### config.mk
export PLATFORM = sky130hd
export DESIGN_NAME = dma_prio_resolver
export DESIGN_NICKNAME = d
export VERILOG_FILES = /design/src/rtl/dma_prio_pkg.sv /design/src/rtl/dma_req_mask.sv /design/src/rtl/dma_prio_pick.sv /design/src/rtl/dma_grant_fsm.sv /design/src/rtl/dma_prio_resolver.sv
export SDC_FILE = /design/constraint.sdc
export NUM_CORES = 1
export LEC_CHECK = 0
export ABC_AREA = 1
export CORE_AREA = 2 2 49 51
export CTS_CLUSTER_SIZE = 14
export DETAILED_ROUTE_END_ITERATION = 10
export DIE_AREA = 0 0 51 53
export DONT_BUFFER_PORTS = 1
export GPL_ROUTABILITY_DRIVEN = 0
export PLACE_DENSITY_LB_ADDON = 0.15
export SLEW_MARGIN = 10
export SYNTH_ARGS = -nofsm -noshare
export SYNTH_HDL_FRONTEND = slang
export SYNTH_SLANG_ARGS = --single-unit
export TNS_END_PERCENT = 30
### constraint.sdc
create_clock -name clk -period 2.4 [get_ports clk]
set_clock_uncertainty 0.15 [all_clocks]
set_input_delay 0.48 -clock clk [delete_from_list [all_inputs] [get_ports clk]]
set_output_delay 0.48 -clock clk [all_outputs]
set_load 0.1 [all_outputs]
### src/rtl/dma_prio_pkg.sv
// Package: shared types for the DMA priority arbiter.
// Assumes: nothing beyond standard SystemVerilog.
package dma_prio_pkg;

    // Phases of one arbitration cycle: idle, waiting for the bus, granted.
    typedef enum logic [1:0] {
        ARB_IDLE  = 2'd0,
        ARB_WAIT  = 2'd1,
        ARB_GRANT = 2'd2
    } arb_phase_e;

endpackage

### src/rtl/dma_req_mask.sv
// Module: dma_req_mask
// Screens each channel request with its enable bit.
// Assumes: request and enable are synchronous to the arbiter clock.
module dma_req_mask #(
    parameter int N_CH = 4
) (
    input  logic [N_CH-1:0] chan_req,
    input  logic [N_CH-1:0] chan_en,
    output logic [N_CH-1:0] pend
);

    // One gate per channel: a request counts only when its channel is enabled.
    for (genvar g = 0; g < N_CH; g++) begin : g_mask
        assign pend[g] = chan_req[g] & chan_en[g];
    end

endmodule

### src/rtl/dma_prio_pick.sv
// Module: dma_prio_pick
// Combinational winner selection among pending channels. In fixed mode
// the search starts at channel 0; in rotating mode it starts just after
// the last serviced channel and wraps.
// Assumes: last_idx < N_CH.
module dma_prio_pick #(
    parameter int N_CH = 4,
    localparam int IW  = (N_CH > 1) ? $clog2(N_CH) : 1
) (
    input  logic [N_CH-1:0] pend,
    input  logic [IW-1:0]   last_idx,
    input  logic            rotate,
    output logic            win_valid,
    output logic [IW-1:0]   win_idx,
    output logic [N_CH-1:0] win_vec
);

    localparam logic [N_CH-1:0] ONE_HOT0 = {{(N_CH-1){1'b0}}, 1'b1};

    int start_pos;

    // Start position of the search: 0, or the channel after the last one serviced.
    always_comb begin
        if (rotate && (int'(last_idx) < N_CH - 1)) begin
            start_pos = int'(last_idx) + 1;
        end else begin
            start_pos = 0;
        end
    end

    // Walk the channels from the start position and take the first pending one.
    always_comb begin
        int cand;
        win_valid = 1'b0;
        win_idx   = '0;
        for (int off = 0; off < N_CH; off++) begin
            cand = start_pos + off;
            if (cand >= N_CH) begin
                cand = cand - N_CH;
            end
            if (!win_valid && pend[cand]) begin
                win_valid = 1'b1;
                win_idx   = IW'(cand);
            end
        end
    end

    // Turn the winning index into a one-hot vector.
    assign win_vec = win_valid ? (ONE_HOT0 << win_idx) : '0;

endmodule

### src/rtl/dma_grant_fsm.sv
// Module: dma_grant_fsm
// Sequences the hold request, the wait for the bus grant, and the locked
// channel grant. Records the last serviced channel when a grant ends.
// Assumes: win_* reflect pend under the current last_idx.
module dma_grant_fsm
    import dma_prio_pkg::*;
#(
    parameter int N_CH = 4,
    localparam int IW  = (N_CH > 1) ? $clog2(N_CH) : 1
) (
    input  logic            clk,
    input  logic            rst_n,
    input  logic [N_CH-1:0] pend,
    input  logic [N_CH-1:0] chan_req,
    input  logic            bus_hold_grant,
    input  logic            win_valid,
    input  logic [IW-1:0]   win_idx,
    input  logic [N_CH-1:0] win_vec,
    output logic            bus_hold_req,
    output logic [N_CH-1:0] chan_ack,
    output logic [IW-1:0]   last_idx
);

    arb_phase_e      phase_q;
    logic [N_CH-1:0] grant_vec_q;
    logic [IW-1:0]   grant_idx_q;
    logic            grant_end;

    // A grant ends when its channel drops the request or the bus is taken back.
    assign grant_end = !chan_req[grant_idx_q] || !bus_hold_grant;

    // Phase register, locked grant, and record of the last serviced channel.
    always_ff @(posedge clk) begin
        if (!rst_n) begin
            phase_q     <= ARB_IDLE;
            grant_vec_q <= '0;
            grant_idx_q <= '0;
            last_idx    <= IW'(N_CH - 1);
        end else begin
            case (phase_q)
                ARB_IDLE: begin
                    if (|pend) begin
                        phase_q <= ARB_WAIT;
                    end
                end
                ARB_WAIT: begin
                    if (!(|pend)) begin
                        phase_q <= ARB_IDLE;
                    end else if (bus_hold_grant && win_valid) begin
                        phase_q     <= ARB_GRANT;
                        grant_vec_q <= win_vec;
                        grant_idx_q <= win_idx;
                    end
                end
                ARB_GRANT: begin
                    if (grant_end) begin
                        phase_q     <= ARB_IDLE;
                        grant_vec_q <= '0;
                        last_idx    <= grant_idx_q;
                    end
                end
                default: phase_q <= ARB_IDLE;
            endcase
        end
    end

    // Outputs follow the phase: hold is requested outside idle, ack only when granted.
    assign bus_hold_req = (phase_q != ARB_IDLE);
    assign chan_ack     = (phase_q == ARB_GRANT) ? grant_vec_q : '0;

endmodule

### src/rtl/dma_prio_resolver.sv
// Module: dma_prio_resolver (top)
// Four-channel (by default) DMA arbiter with fixed or rotating priority.
// Assumes: all inputs synchronous to clk; reset is synchronous, active low.
module dma_prio_resolver #(
    parameter int N_CH = 4,
    localparam int IW  = (N_CH > 1) ? $clog2(N_CH) : 1
) (
    input  logic            clk,
    input  logic            rst_n,
    input  logic [N_CH-1:0] chan_req,
    input  logic [N_CH-1:0] chan_en,
    input  logic            rotate_mode,
    input  logic            bus_hold_grant,
    output logic            bus_hold_req,
    output logic [N_CH-1:0] chan_ack
);

    logic [N_CH-1:0] pend;
    logic            win_valid;
    logic [IW-1:0]   win_idx;
    logic [N_CH-1:0] win_vec;
    logic [IW-1:0]   last_idx;

    dma_req_mask #(.N_CH(N_CH)) mask_i (
        .chan_req (chan_req),
        .chan_en  (chan_en),
        .pend     (pend)
    );

    dma_prio_pick #(.N_CH(N_CH)) pick_i (
        .pend      (pend),
        .last_idx  (last_idx),
        .rotate    (rotate_mode),
        .win_valid (win_valid),
        .win_idx   (win_idx),
        .win_vec   (win_vec)
    );

    dma_grant_fsm #(.N_CH(N_CH)) fsm_i (
        .clk            (clk),
        .rst_n          (rst_n),
        .pend           (pend),
        .chan_req       (chan_req),
        .bus_hold_grant (bus_hold_grant),
        .win_valid      (win_valid),
        .win_idx        (win_idx),
        .win_vec        (win_vec),
        .bus_hold_req   (bus_hold_req),
        .chan_ack       (chan_ack),
        .last_idx       (last_idx)
    );

endmodule

# Word level (Yosys, flattened, before mapping)

Cells that the tools add are included.

Bits in registers: 10
Output and inout bits: 5

Add/sub/neg operators: 8
Magnitude comparators: 10
Equality and inequality tests: 7
Shift-type cells: 1
Muxes and demuxes: 38
Bitwise operators: 4
Reductions and logical operators: 19

Operators with widths:

| operator                                                                      | number |
|---|---|
| 32-bit 2-to-1 mux                                                             | 5 |
| 32-bit by 4-bit >= comparator with 1-bit output, second input constant        | 4 |
| 32-bit by 4-bit less-than comparator with 1-bit output, second input constant | 4 |
| 32-bit by 4-bit subtractor with 32-bit output, second input constant          | 4 |
| 32-bit by 3-bit adder with 32-bit output, second input constant               | 2 |
| 32-bit by 2-bit adder with 32-bit output, second input constant               | 1 |
| 4-bit 2-to-1 mux                                                              | 5 |
| 2-bit 2-to-1 mux                                                              | 8 |
| 1-bit 2-to-1 mux                                                              | 13 |
| 1-bit binary-select mux with 2-bit select                                     | 5 |
| 2-bit by 1-bit inequality test with 1-bit output, second input constant       | 4 |
| 4-bit case mux with 2 select lines                                            | 1 |
| 2-bit case mux with 3 select lines                                            | 1 |
| 3-bit AND reduction                                                           | 2 |
| 1-bit logical AND                                                             | 5 |
| 1-bit zero test                                                               | 5 |
| 1-bit AND                                                                     | 4 |
| 4-bit AND reduction                                                           | 1 |
| 2-bit nonzero test                                                            | 2 |
| 4-bit OR reduction                                                            | 1 |
| 1-bit by 2-bit left shift with 4-bit output, first input constant             | 1 |
| 2-bit by 1-bit adder with 3-bit output, second input constant                 | 1 |
| 2-bit by 3-bit less-than comparator with 1-bit output, second input constant  | 1 |
| 3-bit inequality test, second input constant                                  | 1 |
| other kinds (6)                                                               | 6 |

# Depth between registers and ports, before layout

Depth in word-level cells: 23
Depth in mapped cells: 14
Gate-level depth less buffers: 14

# By module

Synthesis repeated with hierarchy kept, for this count alone.

Cell total of the unflattened synthesis: 174
Area total of the unflattened synthesis: 1018.5 µm²

Modules (own cells, without submodules):

| module        | times used | cells an instance | area each (µm²) | sequential area each (µm²) |
|---|---|---|---|---|
| dma_grant_fsm | 1          | 84                | 611.8           | 200.2 |
| dma_prio_pick | 1          | 82                | 376.6           | 0.0 |
| dma_req_mask  | 1          | 8                 | 30.0            | 0.0 |

# Least setup slack after synthesis

OpenSTA, ideal clock, no wires.

Path type: register to output
Start point: register fsm_i.phase_q[1]
End point: output port chan_ack[0]
Data arrival time: 1.903 ns
Required time: 1.770 ns
Setup slack: -0.133 ns
Stages on the path, launching flop included: 5
Path buffers: 0
Path through: dfxtp_1 -> inv_1 -> nor2_1 -> inv_1 -> nor2_1

Cells in the longest elaborated chain, start to end: 2

RTL lines:

| item                   | line                    | text |
|---|---|---|
| start, declared        | dma_grant_fsm.sv:24     | `arb_phase_e phase_q;` |
| start signal, assigned | dma_grant_fsm.sv:35     | `phase_q <= ARB_IDLE;` |
| start signal, assigned | dma_grant_fsm.sv:43     | `phase_q <= ARB_WAIT;` |
| start signal, assigned | dma_grant_fsm.sv:48     | `phase_q <= ARB_IDLE;` |
| 2-bit equality test    | dma_grant_fsm.sv:69     | `assign chan_ack = (phase_q == ARB_GRANT) ? grant_vec_q : '0;` |
| 4-bit 2-to-1 mux       | dma_grant_fsm.sv:69     |  |
| end, declared          | dma_prio_resolver.sv:15 | `output logic [N_CH-1:0] chan_ack` |

Every way passes these cells.

# Worst setup path in the final report

Start point: register fsm_i.phase_q[1]
End point: output port chan_ack[2]

The elaborated chain is that of the path after synthesis.

==> flow_metrics.tcl <==
set metrics [dict create \
    postSynthAreaPerCell_um2 5.72 \
    clock.fmax_mhz 487 \
    drtIter0Drc 24 \
    area_growth_pct 12.3 \
    rsz0062_at_grt "no" \
    multi_input_area_um2 568 \
    grt_overflow 0 \
    synthMuxAreaShare_pct 0 \
    drive_gt1_share_pct 17.8 \
    yosysSeqAreaShare_pct 23.5 \
    num-nets-final 172 \
    synth_top_family_by_area "simple AND/OR/NAND/NOR gates" \
    clock_latency_ns 0.26 \
    vias 951 \
    first_pass_iters 4 \
    cts_sinks 10 \
    cts_resized 0 \
    antenna_found_initial 0 \
    required_ns 1.77 \
    worst_ep_arrival_time_ns 1.42 \
    p_per_area_nw_per_um2 406 \
    cts_max_level 1 \
    syn_area_um2 852 \
    hp-class "in -> reg" \
    ys_ff_latch 10 \
    p_leak_nw 0.465 \
    grt_pass1_vias 855 \
    synth_top_area_share_pct 23.5 \
    drv_slew 0 \
    syn_nets 162 \
    cp_max_fo 5 \
    yosys-top-cells-area "dfxtp_1 (23%), nand2_1 (20%), nor2_1 (9.3%), inv_1 (8.4%), nand3_1 (8.2%)" \
    synth-xor-area-share_pct 0 \
    synth_cell_types 20 \
    drc 0 \
    grt_usage_pct 16.6 \
    fin_crit_ns 2.05 \
    start_util_pct 39.7 \
    yosys.area_share.simple_pct 52.4 \
    cts_tree "built" \
    max_slew.worst_pin.slew_ns 0.380 \
    holdWs_ns 0.163 \
    port-buffer-count 0 \
    fill_cells 242 \
    preCtsSetupSlack_ns 0.397 \
    worstSetupPathType "reg -> out" \
    cp-end-kind "output port" \
    yosys_warnings 0 \
    hold_path_depth 1 \
    finalSetupViolCount 0 \
    p_comb_share_pct 25.4 \
    synthCells 149 \
    fin_crit_sh_pct 85.6 \
    pin_count 17 \
    layout.cells.most_common "nand2_1" \
    worst_slack_ns 0.345 \
    slew_headroom_pct 74.5 \
    avgViaCountPerCell 5.14 \
    status "completed" \
    ant_nets 0 \
    die_w_um 51 \
    clkTransAtPathRegs_ns 0.06 \
    area.sequential_um2 200 \
    fp.dieH_um 53 \
    grt_start_max_net_pins 10 \
    synth_top_area_cell "dfxtp_1" \
    grt_pass1_wl_um 3400 \
    totalWireLength_um 1980 \
    dp_hpwl_um 1670 \
    clk_path_buf_depth 2 \
    p_int_mw 0.259 \
    mostFrequentLayoutCells "nand2_1 (45), inv_1 (19), nor2_1 (17)" \
    switching_share_pct 33.4 \
    clockPowerShare_pct 28.9 \
    reg2reg_depth 12 \
    root_buffer "clkbuf_4" \
    critPathLaunchType "register" \
    hold_buffers 0 \
    wire_per_inst_um 10.7 \
    placedInstanceArea_um2 935 \
    num_rows 17 \
    core_um2 2150 \
    cts_buffers 3 \
    dieArea_um2 2700 \
    final_cell_area_um2 957 \
    p_seq_share_pct 45.7 \
    hold_viol_final 0 \
    maxCapViolCount 0 \
    diodes 0 \
    synth-compound-area-share_pct 11.6 \
    ir_drop_mv 0.347 \
    postCtsSetupBuffers 0 \
    switching_power_mw 0.130 \
    synth_fa_ha_area_share_pct 1.47 \
    final_util_pct 44.6 \
]
## routing by layer
metal,wire length (um),track usage [%]
met2,974,30.5
met3,92,3.11
met4,63,11.3
met1,851,17.0
met5,0,0
## state kept, by name (all words and copies together), names as in the netlist
signal,count
fsm_i.grant_vec_q,4
fsm_i.grant_idx_q,2
fsm_i.last_idx,2
fsm_i.phase_q,2
## synthesized netlist by cell type
master	number
clkinv_1	1
o22ai_1	1
inv_2	5
o21ai_1	3
nand3_2	5
o21ai_0	3
o221ai_1	1
nor2_4	2
nand2_2	3
nand3_1	14
inv_1	19
nand2_1	45
o211ai_1	2
and2_1	1
a21oi_2	1
nor2_1	21
nand4_1	5
a21oi_1	6
dfxtp_1	10
ha_1	1
## critical path, cell delays in order (launching register included)
cell and delay, ns:
dfxtp_1 0.33, inv_1 0.06, nor2_1 0.19, inv_1 0.18, nor2_2 0.11, buf_4 0.29
## logic make-up (layout without fill, tap and decap cells)
logic type,after synthesis,in the layout
AND/OR/NAND/NOR,96,96
buffers and inverters,25,33
AO/OA/AOI/OAI,17,17
flip-flops,10,10
adder cells (fa/ha/maj),1,1
## cell type report
class	instances	area share, %
clock buffers	3	2.35
inverters	25	9.80
multi-input cells	114	59.3
flip-flops and latches	10	20.9
well taps	28	3.66
repair buffers	5	3.92
## power by group through the flow
| stage | combinational [mW] | sequential [mW] | clock [mW] |
|---|---|---|---|
| after detailed placement | 0.0987 | 0.181 | 0 |
| final | 0.0985 | 0.177 | 0.112 |
| after global placement | 0.0973 | 0.181 | 0 |
| after CTS | 0.0991 | 0.177 | 0.115 |
| after floorplan | 0.0807 | 0.180 | 0 |
| after global routing | 0.110 | 0.178 | 0.122 |
## stage by stage
stage                     std cells  TNS (ns)  total power, mW
after global placement          182         0            0.278
final                           185         0            0.388
after detailed placement        182         0            0.280
after CTS                       185         0            0.392
after floorplan                 149    -0.532            0.261
after global routing            185         0            0.410
## worst paths after layout
path / start / to / slack, ns
setup / recovery: fsm_i.phase_q[1] / chan_ack[2] / 0.35
hold / removal: rst_n / fsm_i.last_idx[0] / 0.16
setup reg to reg: fsm_i.last_idx[0] / fsm_i.grant_vec_q[1] / 0.37
hold reg to reg: fsm_i.grant_vec_q[2] / fsm_i.grant_vec_q[2] / 0.32
Power figures use the tool's default switching activity.
